## config.mk

```make
export PLATFORM = sky130hd
export DESIGN_NAME = vacs_engine
export DESIGN_NICKNAME = d
export VERILOG_FILES = /design/src/rtl/vacs_pkg.sv /design/src/rtl/vacs_rst_sync.sv /design/src/rtl/vacs_bmu.sv /design/src/rtl/vacs_acs.sv /design/src/rtl/vacs_engine.sv
export SDC_FILE = /design/constraint.sdc
export NUM_CORES = 1
export LEC_CHECK = 0
export BUFFER_PORTS_ARGS = -buffer_cell sky130_fd_sc_hd__buf_2
export CAP_MARGIN = 20
export CORE_MARGIN = 2
export CORE_UTILIZATION = 50
export DETAILED_ROUTE_END_ITERATION = 8
export GPL_TIMING_DRIVEN = 0
export MAX_ROUTING_LAYER = met4
export PLACE_DENSITY = 0.7
export SYNTH_ARGS = -nofsm -noshare
export SYNTH_HDL_FRONTEND = slang
export SYNTH_SLANG_ARGS = --single-unit
```

## constraint.sdc

```tcl
create_clock -name clk -period 3.9 [get_ports clk]
set_input_delay 0.39 -clock clk [delete_from_list [all_inputs] [get_ports clk]]
set_output_delay 0.39 -clock clk [all_outputs]
set_load 0.1 [all_outputs]
```

## src/rtl/vacs_pkg.sv

```systemverilog
package vacs_pkg;
  typedef enum logic {ST_IDLE, ST_SWEEP} sweep_e;
  typedef logic [1:0] metric_t;
endpackage

```

## src/rtl/vacs_rst_sync.sv

```systemverilog
module vacs_rst_sync (
  input  logic clk,
  input  logic arst_n,
  output logic rst_n
);
  logic meta_q;
  always_ff @(posedge clk or negedge arst_n) begin
    if (!arst_n) begin
      meta_q <= 1'b0;
      rst_n  <= 1'b0;
    end else begin
      meta_q <= 1'b1;
      rst_n  <= meta_q;
    end
  end
endmodule

```

## src/rtl/vacs_bmu.sv

```systemverilog
module vacs_bmu
  import vacs_pkg::*;
#(
  parameter int C_LEN = 3
) (
  input  logic [C_LEN-2:0] dst,
  input  logic [C_LEN-1:0] poly_a,
  input  logic [C_LEN-1:0] poly_b,
  input  logic [1:0]       sym,
  output metric_t          bm_even,
  output metric_t          bm_odd
);
  metric_t bm [2];

  for (genvar x = 0; x < 2; x++) begin : g_tr
    logic [C_LEN-1:0] word;
    logic [1:0]       expd;
    logic [1:0]       diff;
    assign word  = {dst, 1'(x)};
    assign expd  = {^(word & poly_b), ^(word & poly_a)};
    assign diff  = expd ^ sym;
    assign bm[x] = {diff[1] & diff[0], diff[1] ^ diff[0]};
  end

  assign bm_even = bm[0];
  assign bm_odd  = bm[1];
endmodule

```

## src/rtl/vacs_acs.sv

```systemverilog
module vacs_acs
  import vacs_pkg::*;
#(
  parameter int CW = 8
) (
  input  logic [CW-1:0] cost_even,
  input  logic [CW-1:0] cost_odd,
  input  metric_t       bm_even,
  input  metric_t       bm_odd,
  output logic [CW-1:0] new_cost,
  output logic          pick_odd
);
  logic [CW:0]   sum_e, sum_o;
  logic [CW-1:0] sat_e, sat_o;

  always_comb begin
    sum_e = {1'b0, cost_even} + (CW+1)'(bm_even);
    sum_o = {1'b0, cost_odd}  + (CW+1)'(bm_odd);
    sat_e = sum_e[CW] ? {CW{1'b1}} : sum_e[CW-1:0];
    sat_o = sum_o[CW] ? {CW{1'b1}} : sum_o[CW-1:0];
    // strict compare: ties keep the even (lower) predecessor
    pick_odd = (sat_o < sat_e);
    new_cost = pick_odd ? sat_o : sat_e;
  end
endmodule

```

## src/rtl/vacs_engine.sv

```systemverilog
module vacs_engine
  import vacs_pkg::*;
#(
  parameter int C_LEN = 3,
  parameter int CW    = 8
) (
  input  logic             clk,
  input  logic             arst_n,
  input  logic             start,
  input  logic [1:0]       rx_sym,
  input  logic [C_LEN-1:0] poly_a,
  input  logic [C_LEN-1:0] poly_b,
  input  logic             ld_en,
  input  logic [C_LEN-2:0] ld_idx,
  input  logic [CW-1:0]    ld_cost,
  input  logic [C_LEN-2:0] rd_idx,
  output logic [CW-1:0]    rd_cost,
  output logic             busy,
  output logic             step_valid,
  output logic [C_LEN-2:0] step_state,
  output logic             step_bit,
  output logic [CW-1:0]    step_cost,
  output logic             done,
  output logic [C_LEN-2:0] min_state
);
  localparam int SW = C_LEN - 1;
  localparam int NS = 1 << SW;
  localparam logic [SW-1:0] LAST = SW'(NS - 1);

  logic rst_n;
  vacs_rst_sync u_rst (.clk(clk), .arst_n(arst_n), .rst_n(rst_n));

  sweep_e           st_q, st_d;
  logic [SW-1:0]    k_q, k_d;
  logic             sel_q, sel_d;
  logic [1:0]       sym_q, sym_d;
  logic [C_LEN-1:0] pa_q, pa_d, pb_q, pb_d;
  logic             sv_q, sv_d, sb_q, sb_d, done_q, done_d;
  logic [SW-1:0]    ss_q, ss_d, min_idx_q, min_idx_d;
  logic [CW-1:0]    sc_q, sc_d, min_cost_q, min_cost_d;
  logic [CW-1:0]    bank_q [2][NS];

  logic          sweeping, last, ld_take;
  logic [SW-1:0] p_even, p_odd;
  logic [CW-1:0] cost_even, cost_odd, acs_cost;
  metric_t       bm_even, bm_odd;
  logic          acs_pick;

  assign sweeping  = (st_q == ST_SWEEP);
  assign last      = (k_q == LAST);
  assign ld_take   = ld_en && !sweeping;
  assign p_even    = SW'({k_q, 1'b0});
  assign p_odd     = p_even | SW'(1);
  assign cost_even = bank_q[sel_q][p_even];
  assign cost_odd  = bank_q[sel_q][p_odd];

  vacs_bmu #(.C_LEN(C_LEN)) u_bmu (
    .dst(k_q), .poly_a(pa_q), .poly_b(pb_q), .sym(sym_q),
    .bm_even(bm_even), .bm_odd(bm_odd)
  );

  vacs_acs #(.CW(CW)) u_acs (
    .cost_even(cost_even), .cost_odd(cost_odd),
    .bm_even(bm_even), .bm_odd(bm_odd),
    .new_cost(acs_cost), .pick_odd(acs_pick)
  );

  // next-state logic
  always_comb begin
    st_d       = st_q;
    k_d        = k_q;
    sel_d      = sel_q;
    sym_d      = sym_q;
    pa_d       = pa_q;
    pb_d       = pb_q;
    min_idx_d  = min_idx_q;
    min_cost_d = min_cost_q;
    sv_d       = sweeping;
    ss_d       = sweeping ? k_q : ss_q;
    sb_d       = sweeping ? acs_pick : sb_q;
    sc_d       = sweeping ? acs_cost : sc_q;
    done_d     = sweeping && last;
    if (!sweeping) begin
      if (start) begin
        st_d  = ST_SWEEP;
        k_d   = '0;
        sym_d = rx_sym;
        pa_d  = poly_a;
        pb_d  = poly_b;
      end
    end else begin
      k_d = k_q + SW'(1);
      if (last) begin
        st_d  = ST_IDLE;
        sel_d = ~sel_q;
      end
      if ((k_q == '0) || (acs_cost < min_cost_q)) begin
        min_idx_d  = k_q;
        min_cost_d = acs_cost;
      end
    end
  end

  // control registers
  always_ff @(posedge clk or negedge rst_n) begin
    if (!rst_n) begin
      st_q       <= ST_IDLE;
      k_q        <= '0;
      sel_q      <= 1'b0;
      sym_q      <= '0;
      pa_q       <= '0;
      pb_q       <= '0;
      sv_q       <= 1'b0;
      ss_q       <= '0;
      sb_q       <= 1'b0;
      sc_q       <= '0;
      done_q     <= 1'b0;
      min_idx_q  <= '0;
      min_cost_q <= '0;
    end else begin
      st_q       <= st_d;
      k_q        <= k_d;
      sel_q      <= sel_d;
      sym_q      <= sym_d;
      pa_q       <= pa_d;
      pb_q       <= pb_d;
      sv_q       <= sv_d;
      ss_q       <= ss_d;
      sb_q       <= sb_d;
      sc_q       <= sc_d;
      done_q     <= done_d;
      min_idx_q  <= min_idx_d;
      min_cost_q <= min_cost_d;
    end
  end

  // cost banks: present bank takes loads, other bank takes sweep results
  always_ff @(posedge clk or negedge rst_n) begin
    if (!rst_n) begin
      for (int b = 0; b < 2; b++)
        for (int s = 0; s < NS; s++)
          bank_q[b][s] <= '0;
    end else begin
      if (ld_take)  bank_q[sel_q][ld_idx] <= ld_cost;
      if (sweeping) bank_q[~sel_q][k_q]   <= acs_cost;
    end
  end

  assign rd_cost    = bank_q[sel_q][rd_idx];
  assign busy       = sweeping;
  assign step_valid = sv_q;
  assign step_state = ss_q;
  assign step_bit   = sb_q;
  assign step_cost  = sc_q;
  assign done       = done_q;
  assign min_state  = min_idx_q;
endmodule

```

==> results by group <==
Final layout
  – Nets: 737
  – Area Overhead vs Synth: 27.4%
  – # fillers: 978
  – Reg area: 2530 µm²
  – Finished Cell Area: 8260 µm²
  – Number of diodes: 0
  – Layout cells sized above 1: 45.7%
  – Area taken by multi-input logic gates: 4040 µm²
  – Final design utilization: 65.5%

Worst setup path
  – WS Path Type: flip-flop to flip-flop
  – Most numerous cell on the critical path: xor2_1
  – CP required: 4140 ps
  – CP arrival: 6380 ps
  – Reg2Reg Depth: 31
  – Worst R2R Start: k_q[0]$_DFFE_PN0P_
  – Crit end category: flip-flop
  – FF-to-FF setup slack: -2240 ps
  – CP Launch Type: flip-flop
  – Slowest CP cell: dfrtp_2
  – Reg-to-reg endpoint: min_state[0]$_DFFE_PN0P_
  – Worst Path Max Fanout: 5
  – Max stage delay on crit path: 450 ps

Clock network
  – Inserted Clock Buffers: 9
  – Level count of the clock H-tree: 3
  – Clock transition at path regs: 70 ps
  – CTS Buffer Depth: 2
  – CTS sink count: 101
  – Root buffer cell: clkbuf_16
  – Worst-skew pair later-pin latency: 350 ps
  – CTS tree: yes

Placement
  – Dpl ws: -3000 ps
  – DP Area: 7140 µm²
  – Final HPWL DP: 12.9 mm
  – RePlAce Congestion: 0.906
  – Port Buffers: 45

Min path
  – Beginning of the worst hold path: start
  – Hold path cells: 2
  – Hold EP: k_q[1]$_DFFE_PN0P_
  – Worst Hold Class: input pin to flip-flop

Timing
  – Final worst slack: -2240 ps
  – Final slew viol count: 0
  – Slew HR: 41.2%
  – Period utilization: 157%
  – Fmax: 163 MHz
  – RSZ-0062 raised after global routing: yes
  – Final min period: 6140 ps
  – Final hold vios: 0
  – Total negative slack: -96530 ps
  – Final setup vio count: 83
  – Clock Skews: 7.22 ps
  – Worst-margin pin slew: 877 ps

Synthesis
  – Synthesized area per cell: 11.1 µm²
  – Register area share after synthesis: 39.0%
  – Dominant synthesized flop cell: dfrtp_1
  – Cell taking the most area after synthesis: dfrtp_1
  – Yosys cell types: 53
  – Synth cell count leaders: dfrtp_1 (101), nand2_1 (88), mux2_2 (87)
  – Flip-flop and latch count after synthesis: 101
  – Syn Nets: 634
  – Post-synth top area share: 39.0%
  – Fraction of the mapped netlist area in adder cells: 5.25%
  – Compound-cell area share of the yosys netlist: 8.30%
  – Synth Instances: 584
  – Synthesized cell area: 6480 µm²
  – Total number of yosys warnings: 0
  – Top cells by area, synth: dfrtp_1 (39%), mux2_2 (15%), mux4_2 (10%), nand2_1 (5.1%), ha_1 (4.6%)
  – Simple-Gate Fraction of Synth Area: 10.2%
  – Synth Area in XOR/XNOR: 1.76%
  – Top-count cell post-synth: dfrtp_1
  – Mux contribution to synthesized area: 30.5%
  – Main combinational cell family by area after synthesis: multiplexers
  – Number of synthesized flops with an enable pin: 0
  – Post-synth ARST share: 100%

Floorplanning
  – Initial core utilization: 51.4%
  – Die Ht: 118 µm
  – Die area: 13900 µm²
  – # rows: 41
  – Die X: 118 µm
  – # IOs: 48
  – Core area: 12600 µm²

Routing
  – DR WL/cell: 22.2 µm
  – DRT Pass-1 Iters: 5
  – Routed via count: 5107
  – Post-DRT Antenna Nets: 0
  – DR DRC count: 0
  – Routed Wire Length: 19.2 mm
  – Number of DRC markers in iteration 0: 375
  – Routed vias/inst: 5.91

Global route
  – First-pass GRT wire length: 29.8 mm
  – Initial antenna violation count: 0
  – Vias in the first global route: 5355
  – Largest net degree at the start of global routing: 66
  – GRT Resource Usage Total: 29.0%
  – GRT overflow: 0

Run status
  – Failing checks: negative setup slack
  – Status: finished with violations

Flow run
  – # Max-Cap Violations: 0
critical path: cells and delay by family (launching register included):
kind / cells / cell delay (ps)
adders and majority gates: 5 / 1420
buffers and inverters: 8 / 1050
AOI/OAI and AO/OA: 5 / 1010
and+or+nand+nor: 7 / 860
xor gates and xnor gates: 4 / 620
muxes: 2 / 580
DFF: 1 / 450
stage by stage:
stage | cells | hold WS, ps
after global placement | 801 | 175
final | 864 | 256
after CTS | 857 | 252
after floorplan | 584 | 94.4
after detailed placement | 802 | 177
after global routing | 864 | 263
layout make-up:
type / instances / share of cell area [%]
Buffer: 31 / 2.97
Clock buffer: 12 / 3.10
Clock inverter: 4 / 0.848
Inverter: 38 / 1.79
Multi-Input combinational cell: 413 / 48.9
Sequential cell: 101 / 30.7
Tap cell: 172 / 2.60
Timing Repair Buffer: 93 / 9.18
cells by family (layout without fill, tap and decap cells):
kind of cell    count (synthesis)  in the layout
xor+xnor                       13             13
mux                           143            143
compound gates                 93             93
other cells                     1              1
fa+ha+maj                      26             26
buf+inv                        70            178
flops                         101            101
simple gates                  137            137
sequential cells by signal, summed over array words and instances (netlist names):
| name | flops |
|---|---|
| step_cost | 8 |
| min_cost_q | 8 |
| pa_q | 3 |
| done | 1 |
| bank_q | 64 |
| min_state | 2 |
| step_valid | 1 |
| u_rst.meta_q | 1 |
| pb_q | 3 |
| sym_q | 2 |
| k_q | 2 |
| u_rst.rst_n | 1 |
| busy | 1 |
| sel_q | 1 |
| step_state | 2 |
| step_bit | 1 |
cell usage in the layout (no fill, tap or decap), types with 13 or more instances in the layout:
cell	instances
o21ai_1	49
nand2_1	84
inv_1	32
o21ai_2	16
buf_4	23
mux2i_1	13
dfrtp_1	99
ha_1	15
mux2_2	83
buf_2	47
mux4_2	30
clkbuf_1	14
buf_6	21
how the worst max path moves through the flow:
stage / endpoint / slack, ps / depth (start not counted) / from
6_report: min_state[0]$_DFFE_PN0P_ / -2240 / 31 / k_q[0]$_DFFE_PN0P_
4_1_cts: min_cost_q[3]$_DFFE_PN0P_ / -2190 / 32 / k_q[0]$_DFFE_PN0P_
5_1_grt: min_cost_q[3]$_DFFE_PN0P_ / -2480 / 32 / k_q[0]$_DFFE_PN0P_
2_1_floorplan: min_state[0]$_DFFE_PN0P_ / -1760 / 28 / k_q[0]$_DFFE_PN0P_
3_3_place_gp: min_state[0]$_DFFE_PN0P_ / -2880 / 29 / k_q[0]$_DFFE_PN0P_
3_5_place_dp: min_state[0]$_DFFE_PN0P_ / -3000 / 29 / k_q[0]$_DFFE_PN0P_
repair_timing:
action	in CTS	in global routing
hold endpoints to repair	2	0
resized for setup	62	32
pin swaps	20	18
buffers inserted	38	10
endpoints found under the setup margin	83	83
hold buffers	1	0
cloned	1	0
per-layer routing:
| layer | up-vias | part of all wire (%) | track usage (%) |
|---|---|---|---|
| met1 | 2567 | 39 | 35.0 |
| met4 | 0 | 3.1 | 11.2 |
| met5 | - | 0 | - |
| met2 | 188 | 51 | 48.7 |
| li1 | 2300 | - | - |
| met3 | 52 | 6.5 | 4.94 |
Power is not shown: default switching activity piles up to over one toggle a cycle in this logic, so the estimate is an artifact.
